**config.mk**
```make
export PLATFORM = sky130hd
export DESIGN_NAME = instr_decoder
export DESIGN_NICKNAME = d
export VERILOG_FILES = /design/src/rtl/rdec_pkg.sv /design/src/rtl/rdec_ctrl.sv /design/src/rtl/rdec_imm.sv /design/src/rtl/rdec_dest.sv /design/src/rtl/instr_decoder.sv
export SDC_FILE = /design/constraint.sdc
export NUM_CORES = 1
export LEC_CHECK = 0
export BUFFER_PORTS_ARGS = -buffer_cell sky130_fd_sc_hd__buf_2
export CELL_PAD_IN_SITES_DETAIL_PLACEMENT = 1
export CELL_PAD_IN_SITES_GLOBAL_PLACEMENT = 1
export CORE_MARGIN = 4
export CORE_UTILIZATION = 24
export DETAILED_ROUTE_END_ITERATION = 6
export PLACE_DENSITY = 0.86
export SYNTH_ARGS = -nofsm -noshare
export SYNTH_HDL_FRONTEND = slang
export SYNTH_SLANG_ARGS = --single-unit
```
**constraint.sdc**
```tcl
create_clock -name vclk -period 1.7
set_input_delay 0.17 -clock vclk [all_inputs]
set_output_delay 0.17 -clock vclk [all_outputs]
set_load 0.01 [all_outputs]
```
**src/rtl/rdec_pkg.sv**
```systemverilog
package rdec_pkg;

    localparam int ILEN = 32;
    localparam int XLEN = 32;
    localparam int OPW  = 6;
    localparam int FNW  = 6;
    localparam int REGW = 5;
    localparam int IMMW = 16;
    localparam int TGTW = 26;
    localparam int SHW  = 5;

    localparam logic [REGW-1:0] LINK_REG = REGW'(31);
    localparam logic [REGW-1:0] NO_REG   = '0;

    typedef logic [OPW-1:0] opc_t;
    typedef logic [FNW-1:0] fn_t;

    localparam opc_t OP_REGOPS = 6'd0;
    localparam opc_t OP_J      = 6'd2;
    localparam opc_t OP_JAL    = 6'd3;
    localparam opc_t OP_BEQ    = 6'd4;
    localparam opc_t OP_BNE    = 6'd5;
    localparam opc_t OP_ADDI   = 6'd8;
    localparam opc_t OP_SLTI   = 6'd10;
    localparam opc_t OP_ANDI   = 6'd12;
    localparam opc_t OP_ORI    = 6'd13;
    localparam opc_t OP_LUI    = 6'd15;
    localparam opc_t OP_LB     = 6'd32;
    localparam opc_t OP_LW     = 6'd35;
    localparam opc_t OP_SB     = 6'd40;
    localparam opc_t OP_SW     = 6'd43;

    localparam fn_t FN_JR  = 6'd8;
    localparam fn_t FN_ADD = 6'd32;
    localparam fn_t FN_SUB = 6'd34;
    localparam fn_t FN_SLT = 6'd42;

    typedef enum logic [2:0] {
        ALU_NOP   = 3'd0,
        ALU_ADD   = 3'd1,
        ALU_SUB   = 3'd2,
        ALU_SLT   = 3'd3,
        ALU_AND   = 3'd4,
        ALU_OR    = 3'd5,
        ALU_PASSB = 3'd6,
        ALU_LINK  = 3'd7
    } alu_op_e;

    typedef enum logic [1:0] {
        BR_NONE = 2'd0,
        BR_EQ   = 2'd1,
        BR_NE   = 2'd2
    } br_e;

    typedef enum logic [1:0] {
        JMP_NONE   = 2'd0,
        JMP_TARGET = 2'd1,
        JMP_REG    = 2'd2
    } jmp_e;

    typedef enum logic [1:0] {
        DST_NONE = 2'd0,
        DST_RD   = 2'd1,
        DST_RT   = 2'd2,
        DST_LINK = 2'd3
    } dst_e;

    typedef enum logic [2:0] {
        IMM_ZERO  = 3'd0,
        IMM_SEXT  = 3'd1,
        IMM_ZEXT  = 3'd2,
        IMM_UPPER = 3'd3,
        IMM_TGT   = 3'd4
    } imm_e;

    typedef struct packed {
        opc_t            op;
        logic [REGW-1:0] rs;
        logic [REGW-1:0] rt;
        logic [REGW-1:0] rd;
        logic [SHW-1:0]  sh;
        fn_t             fn;
        logic [IMMW-1:0] imm;
        logic [TGTW-1:0] tgt;
    } fields_t;

    typedef struct packed {
        alu_op_e alu;
        logic    mem_rd;
        logic    mem_wr;
        logic    byte_acc;
        br_e     br;
        jmp_e    jmp;
        dst_e    dst;
        imm_e    imm;
        logic    illegal;
    } ctrl_t;

    localparam ctrl_t CTRL_IDLE = '{
        alu:      ALU_NOP,
        mem_rd:   1'b0,
        mem_wr:   1'b0,
        byte_acc: 1'b0,
        br:       BR_NONE,
        jmp:      JMP_NONE,
        dst:      DST_NONE,
        imm:      IMM_ZERO,
        illegal:  1'b0
    };

    function automatic fields_t split_instr(input logic [ILEN-1:0] w);
        fields_t f;
        f.op  = w[31:26];
        f.rs  = w[25:21];
        f.rt  = w[20:16];
        f.rd  = w[15:11];
        f.sh  = w[10:6];
        f.fn  = w[5:0];
        f.imm = w[IMMW-1:0];
        f.tgt = w[TGTW-1:0];
        return f;
    endfunction

endpackage

```
**src/rtl/rdec_ctrl.sv**
```systemverilog
module rdec_ctrl
    import rdec_pkg::*;
(
    input  opc_t  op_i,
    input  fn_t   fn_i,
    output ctrl_t ctrl_o
);

    ctrl_t c;

    always_comb begin
        c = CTRL_IDLE;
        unique case (op_i)
            OP_REGOPS: begin
                unique case (fn_i)
                    FN_ADD: begin c.alu = ALU_ADD; c.dst = DST_RD; end
                    FN_SUB: begin c.alu = ALU_SUB; c.dst = DST_RD; end
                    FN_SLT: begin c.alu = ALU_SLT; c.dst = DST_RD; end
                    FN_JR:  begin c.jmp = JMP_REG; end
                    default: c.illegal = 1'b1;
                endcase
            end
            OP_ADDI: begin c.alu = ALU_ADD;   c.dst = DST_RT; c.imm = IMM_SEXT;  end
            OP_SLTI: begin c.alu = ALU_SLT;   c.dst = DST_RT; c.imm = IMM_SEXT;  end
            OP_ANDI: begin c.alu = ALU_AND;   c.dst = DST_RT; c.imm = IMM_ZEXT;  end
            OP_ORI:  begin c.alu = ALU_OR;    c.dst = DST_RT; c.imm = IMM_ZEXT;  end
            OP_LUI:  begin c.alu = ALU_PASSB; c.dst = DST_RT; c.imm = IMM_UPPER; end
            OP_LW, OP_LB: begin
                c.alu      = ALU_ADD;
                c.dst      = DST_RT;
                c.imm      = IMM_SEXT;
                c.mem_rd   = 1'b1;
                c.byte_acc = (op_i == OP_LB);
            end
            OP_SW, OP_SB: begin
                c.alu      = ALU_ADD;
                c.imm      = IMM_SEXT;
                c.mem_wr   = 1'b1;
                c.byte_acc = (op_i == OP_SB);
            end
            OP_BEQ: begin c.alu = ALU_SUB; c.imm = IMM_SEXT; c.br = BR_EQ; end
            OP_BNE: begin c.alu = ALU_SUB; c.imm = IMM_SEXT; c.br = BR_NE; end
            OP_J:   begin c.jmp = JMP_TARGET; c.imm = IMM_TGT; end
            OP_JAL: begin
                c.jmp = JMP_TARGET;
                c.imm = IMM_TGT;
                c.alu = ALU_LINK;
                c.dst = DST_LINK;
            end
            default: c.illegal = 1'b1;
        endcase
    end

    assign ctrl_o = c;

endmodule

```
**src/rtl/rdec_imm.sv**
```systemverilog
module rdec_imm
    import rdec_pkg::*;
(
    input  imm_e             mode_i,
    input  logic [IMMW-1:0]  imm_i,
    input  logic [TGTW-1:0]  tgt_i,
    output logic [XLEN-1:0]  val_o
);

    localparam int SEXT_PAD = XLEN - IMMW;
    localparam int TGT_PAD  = XLEN - TGTW;

    always_comb begin
        unique case (mode_i)
            IMM_SEXT:  val_o = {{SEXT_PAD{imm_i[IMMW-1]}}, imm_i};
            IMM_ZEXT:  val_o = {{SEXT_PAD{1'b0}}, imm_i};
            IMM_UPPER: val_o = {imm_i, {SEXT_PAD{1'b0}}};
            IMM_TGT:   val_o = {{TGT_PAD{1'b0}}, tgt_i};
            default:   val_o = '0;
        endcase
    end

endmodule

```
**src/rtl/rdec_dest.sv**
```systemverilog
module rdec_dest
    import rdec_pkg::*;
(
    input  dst_e             sel_i,
    input  logic             illegal_i,
    input  logic [REGW-1:0]  rt_i,
    input  logic [REGW-1:0]  rd_i,
    output logic [REGW-1:0]  idx_o,
    output logic             we_o
);

    always_comb begin
        idx_o = NO_REG;
        we_o  = 1'b0;
        if (!illegal_i) begin
            unique case (sel_i)
                DST_RD:   begin idx_o = rd_i;     we_o = 1'b1; end
                DST_RT:   begin idx_o = rt_i;     we_o = 1'b1; end
                DST_LINK: begin idx_o = LINK_REG; we_o = 1'b1; end
                default:  begin idx_o = NO_REG;   we_o = 1'b0; end
            endcase
        end
    end

endmodule

```
**src/rtl/instr_decoder.sv**
```systemverilog
module instr_decoder
    import rdec_pkg::*;
(
    input  logic [31:0] instr_i,
    output logic [4:0]  rs_idx_o,
    output logic [4:0]  rt_idx_o,
    output logic [4:0]  wr_idx_o,
    output logic [31:0] imm_o,
    output logic [2:0]  alu_op_o,
    output logic        reg_we_o,
    output logic        mem_rd_o,
    output logic        mem_wr_o,
    output logic        mem_byte_o,
    output logic [1:0]  br_kind_o,
    output logic [1:0]  jmp_kind_o,
    output logic        illegal_o
);

    fields_t fld;
    ctrl_t   ctl;

    assign fld = split_instr(instr_i);

    rdec_ctrl u_ctrl (
        .op_i   (fld.op),
        .fn_i   (fld.fn),
        .ctrl_o (ctl)
    );

    rdec_imm u_imm (
        .mode_i (ctl.imm),
        .imm_i  (fld.imm),
        .tgt_i  (fld.tgt),
        .val_o  (imm_o)
    );

    rdec_dest u_dest (
        .sel_i     (ctl.dst),
        .illegal_i (ctl.illegal),
        .rt_i      (fld.rt),
        .rd_i      (fld.rd),
        .idx_o     (wr_idx_o),
        .we_o      (reg_we_o)
    );

    assign rs_idx_o   = fld.rs;
    assign rt_idx_o   = fld.rt;
    assign alu_op_o   = ctl.alu;
    assign mem_rd_o   = ctl.mem_rd;
    assign mem_wr_o   = ctl.mem_wr;
    assign mem_byte_o = ctl.byte_acc;
    assign br_kind_o  = ctl.br;
    assign jmp_kind_o = ctl.jmp;
    assign illegal_o  = ctl.illegal;

    // Cross-module invariants between the control, immediate and destination logic
    always_comb begin
        if (illegal_o) begin
            p_illegal_quiet_r10: assert (!reg_we_o && !mem_rd_o && !mem_wr_o &&
                                         br_kind_o == 2'd0 && jmp_kind_o == 2'd0 &&
                                         imm_o == 32'd0 && wr_idx_o == 5'd0)
                else $error("illegal word left an enable or value active");
        end
        if (!reg_we_o) begin
            p_no_write_no_dest_r11: assert (wr_idx_o == 5'd0)
                else $error("destination nonzero without a write");
        end
        if (mem_wr_o) begin
            p_store_no_write_r7: assert (!reg_we_o && !mem_rd_o)
                else $error("store also writes a register or reads memory");
        end
        if (mem_rd_o) begin
            p_load_writes_rt_r6: assert (reg_we_o && wr_idx_o == rt_idx_o)
                else $error("load does not target rt");
        end
        if (alu_op_o == ALU_AND || alu_op_o == ALU_OR) begin
            p_zext_upper_clear_r4: assert (imm_o[31:16] == 16'd0)
                else $error("logical immediate has upper bits set");
        end
        if (alu_op_o == ALU_PASSB) begin
            p_upper_low_clear_r5: assert (imm_o[15:0] == 16'd0)
                else $error("load-upper immediate has lower bits set");
        end
        if (jmp_kind_o == JMP_TARGET && reg_we_o) begin
            p_link_dest_r9: assert (wr_idx_o == LINK_REG && alu_op_o == ALU_LINK)
                else $error("link jump not writing the link register");
        end
    end

endmodule

```
==> results.md <==
- Initial antenna violation count: 0
- Syn Nets: 165
- Pre-Repair DR Iteration Count: 4
- Worst Max-Slew Pin Slew: 0.329 ns
- Port-buffer cells: 91
- Post-DRT Antenna Nets: 0
- Final Critical Period: roughly 1.7 ns
- Postcts setup bufs: 0
- Placed cells: 272
- Static leakage: 0.873 nW
- Syn-to-layout area delta: 68.8%
- Io pins: 91
- Antenna cells: 0
- Sequential cells: 0
- Hold crit path type: in -> out
- Crit path kind: in -> out
- Gpl congestion: 0.906
- Synthesized area per cell: between 6 and 7 um2
- Area leader, netlist: a221o_1
- Vias: 1415
- Die Y: 69.9 um
- Status: finished with violations
- Largest net degree at the start of global routing: 21
- RSZ-0062 raised after global routing: yes
- Max Fclk: 0.581 GHz
- Total die area: 4890 um2
- Register area: 0 um2
- Layout cell share with drive strength beyond 1: 0.554
- Clkbuf count: 0
- Gate Count Post-Synth: 133
- Top cells by area, synth: a221o_1, and2_1, buf_4, nand2b_1, a21o_1
- CP Data Required Time: 1.53 ns
- Crit Path Max Fanout: 6
- Fin Setup TNS: -0.0411 ns
- Standard-cell rows: 22
- Setup-failing EPs final: 2
- DP HPWL: 3.59 mm
- Post-Syn Area: 920 um2
- Core Area: 3690 um2
- Initial DRC count: 52
- Final hold vios: 0
- Worst VDD drop: roughly 74 uV
- Setup crit start: instr_i[29]
- Drt wl/cell: 15.6 um
- Hold path start: instr_i[23]
- Power per Cell Area: 223 nW/um2
- GRT overflow: 0
- Headroom to the max-slew limit: 0.778
- Final Worst Setup Slack: -0.0213 ns
- Post-Layout Cell Count: 272
- Global-route wire length before repair: 6.87 mm
- Synthesis warning total: 0
- Final Hold Slack: 0.541 ns
- Hold-fix buffers, CTS: 0
- Max-cap viol count: 0
- Fillcell total: around 510
- Drt via density: 5.20
- CP endpoint kind: output pin
- Final #Nets: 258
- Die width: around 70 um
- Hold Crit Endpoint: rs_idx_o[2]
- Top cell type's share of synthesized area: 0.163
- Pins Over Slew Limit: 0
- Violated checks: negative setup slack
- Worst Path Arrival: between 1.5 and 2 ns
- Worst setup SP type: primary input
- Vias in the first global route: 1377
- Yosys cell types: 39
- Initial Util: 0.249
- Period utilization: 1.01
- Cells on Worst Hold Path: 2
- Routed WL: approximately 4.2 mm
- DRC viols: 0
- Total track usage: 0.163
- Post-synth top cells: and2_1, a221o_1, nand2b_1
- Seq/Total Area, Yosys: 0
- Count leader, synth: and2_1
==> layout make-up <==
class	count	area (um2)	area share
inverter	2	7.51	0.00483
tap	48	60.1	0.0387
timing repair buffer	115	692	0.446
multi-input combinational	107	793	0.511
==> cell usage in the layout (no fill, tap or decap), types with 2 or more instances in the layout <==
| cell type | n |
|---|---|
| buf_12 | 3 |
| nor2_1 | 5 |
| a221o_1 | 15 |
| nand3_1 | 4 |
| buf_4 | 20 |
| nor4_1 | 3 |
| a31oi_1 | 4 |
| and2_1 | 16 |
| o21ai_0 | 3 |
| a211oi_1 | 2 |
| and4_1 | 2 |
| nor4b_1 | 2 |
| a21oi_1 | 3 |
| nor3_1 | 3 |
| buf_2 | 88 |
| buf_6 | 3 |
| nand2b_1 | 13 |
| nand2_1 | 2 |
| or3_1 | 3 |
| a21o_1 | 6 |
| o21ai_1 | 2 |
==> layer usage <==
metal  part of all wire  GRT usage  vias to the layer above
li1                   -          -                      685
met1               0.40      0.201                      654
met2               0.50      0.298                       68
met3              0.084     0.0288                        8
met4              0.019     0.0277                        0
met5                  0          0                        -
==> cell families (layout without fill, tap and decap cells) <==
kind of cell,Yosys count,count (layout),share of synthesized area
AND/OR/NAND/NOR,64,64,0.448
AO/OA/AOI/OAI,41,41,0.358
buffers and inverters,26,117,0.173
XOR/XNOR,1,1,0.00953
multiplexers,1,1,0.0122
==> where the power goes <==
| part | internal, mW | switching (mW) | leakage (nW) |
|---|---|---|---|
| clock network | 0 | 0 | 0 |
| registers | 0 | 0 | 0 |
| logic | 0.164 | 0.183 | 0.873 |
==> metrics by stage <==
stage	setup slack [ns]	util	total power, mW	instance area [um2]
after floorplan	0.0924	-	0.181	920
after global placement	-0.113	0.407	0.329	1500
after detailed placement	-0.138	0.407	0.338	1500
after CTS	-0.0318	0.413	0.343	1520
after global routing	-0.0897	0.421	0.379	1550
final	-0.0213	0.421	0.347	1550
==> worst max path at each step <==
| stage | to | slack, ns | cells past startpoint |
|---|---|---|---|
| 2_1_floorplan | wr_idx_o[0] | 0.09 | 6 |
| 3_3_place_gp | wr_idx_o[0] | -0.11 | 6 |
| 3_5_place_dp | wr_idx_o[0] | -0.14 | 6 |
| 4_1_cts | wr_idx_o[0] | -0.03 | 6 |
| 5_1_grt | wr_idx_o[0] | -0.09 | 6 |
| 6_report | wr_idx_o[0] | -0.02 | 6 |
==> what timing repair did <==
| item | 4_1_cts | 5_1_grt |
|---|---|---|
| endpoints found under the hold margin | 0 | 0 |
| setup endpoints to repair | 21 | 39 |
| pin swaps | 1 | 2 |
| resized for setup | 5 | 5 |
| cloned | 0 | 0 |
==> critical path, cell delays in order <==
cell and delay (ns):
buf_6 0.10, or4_4 0.54, nor4_4 0.18, and3_4 0.26, a221o_1 0.17, buf_2 0.13
Note: power is estimated with default switching activity, not from simulation.
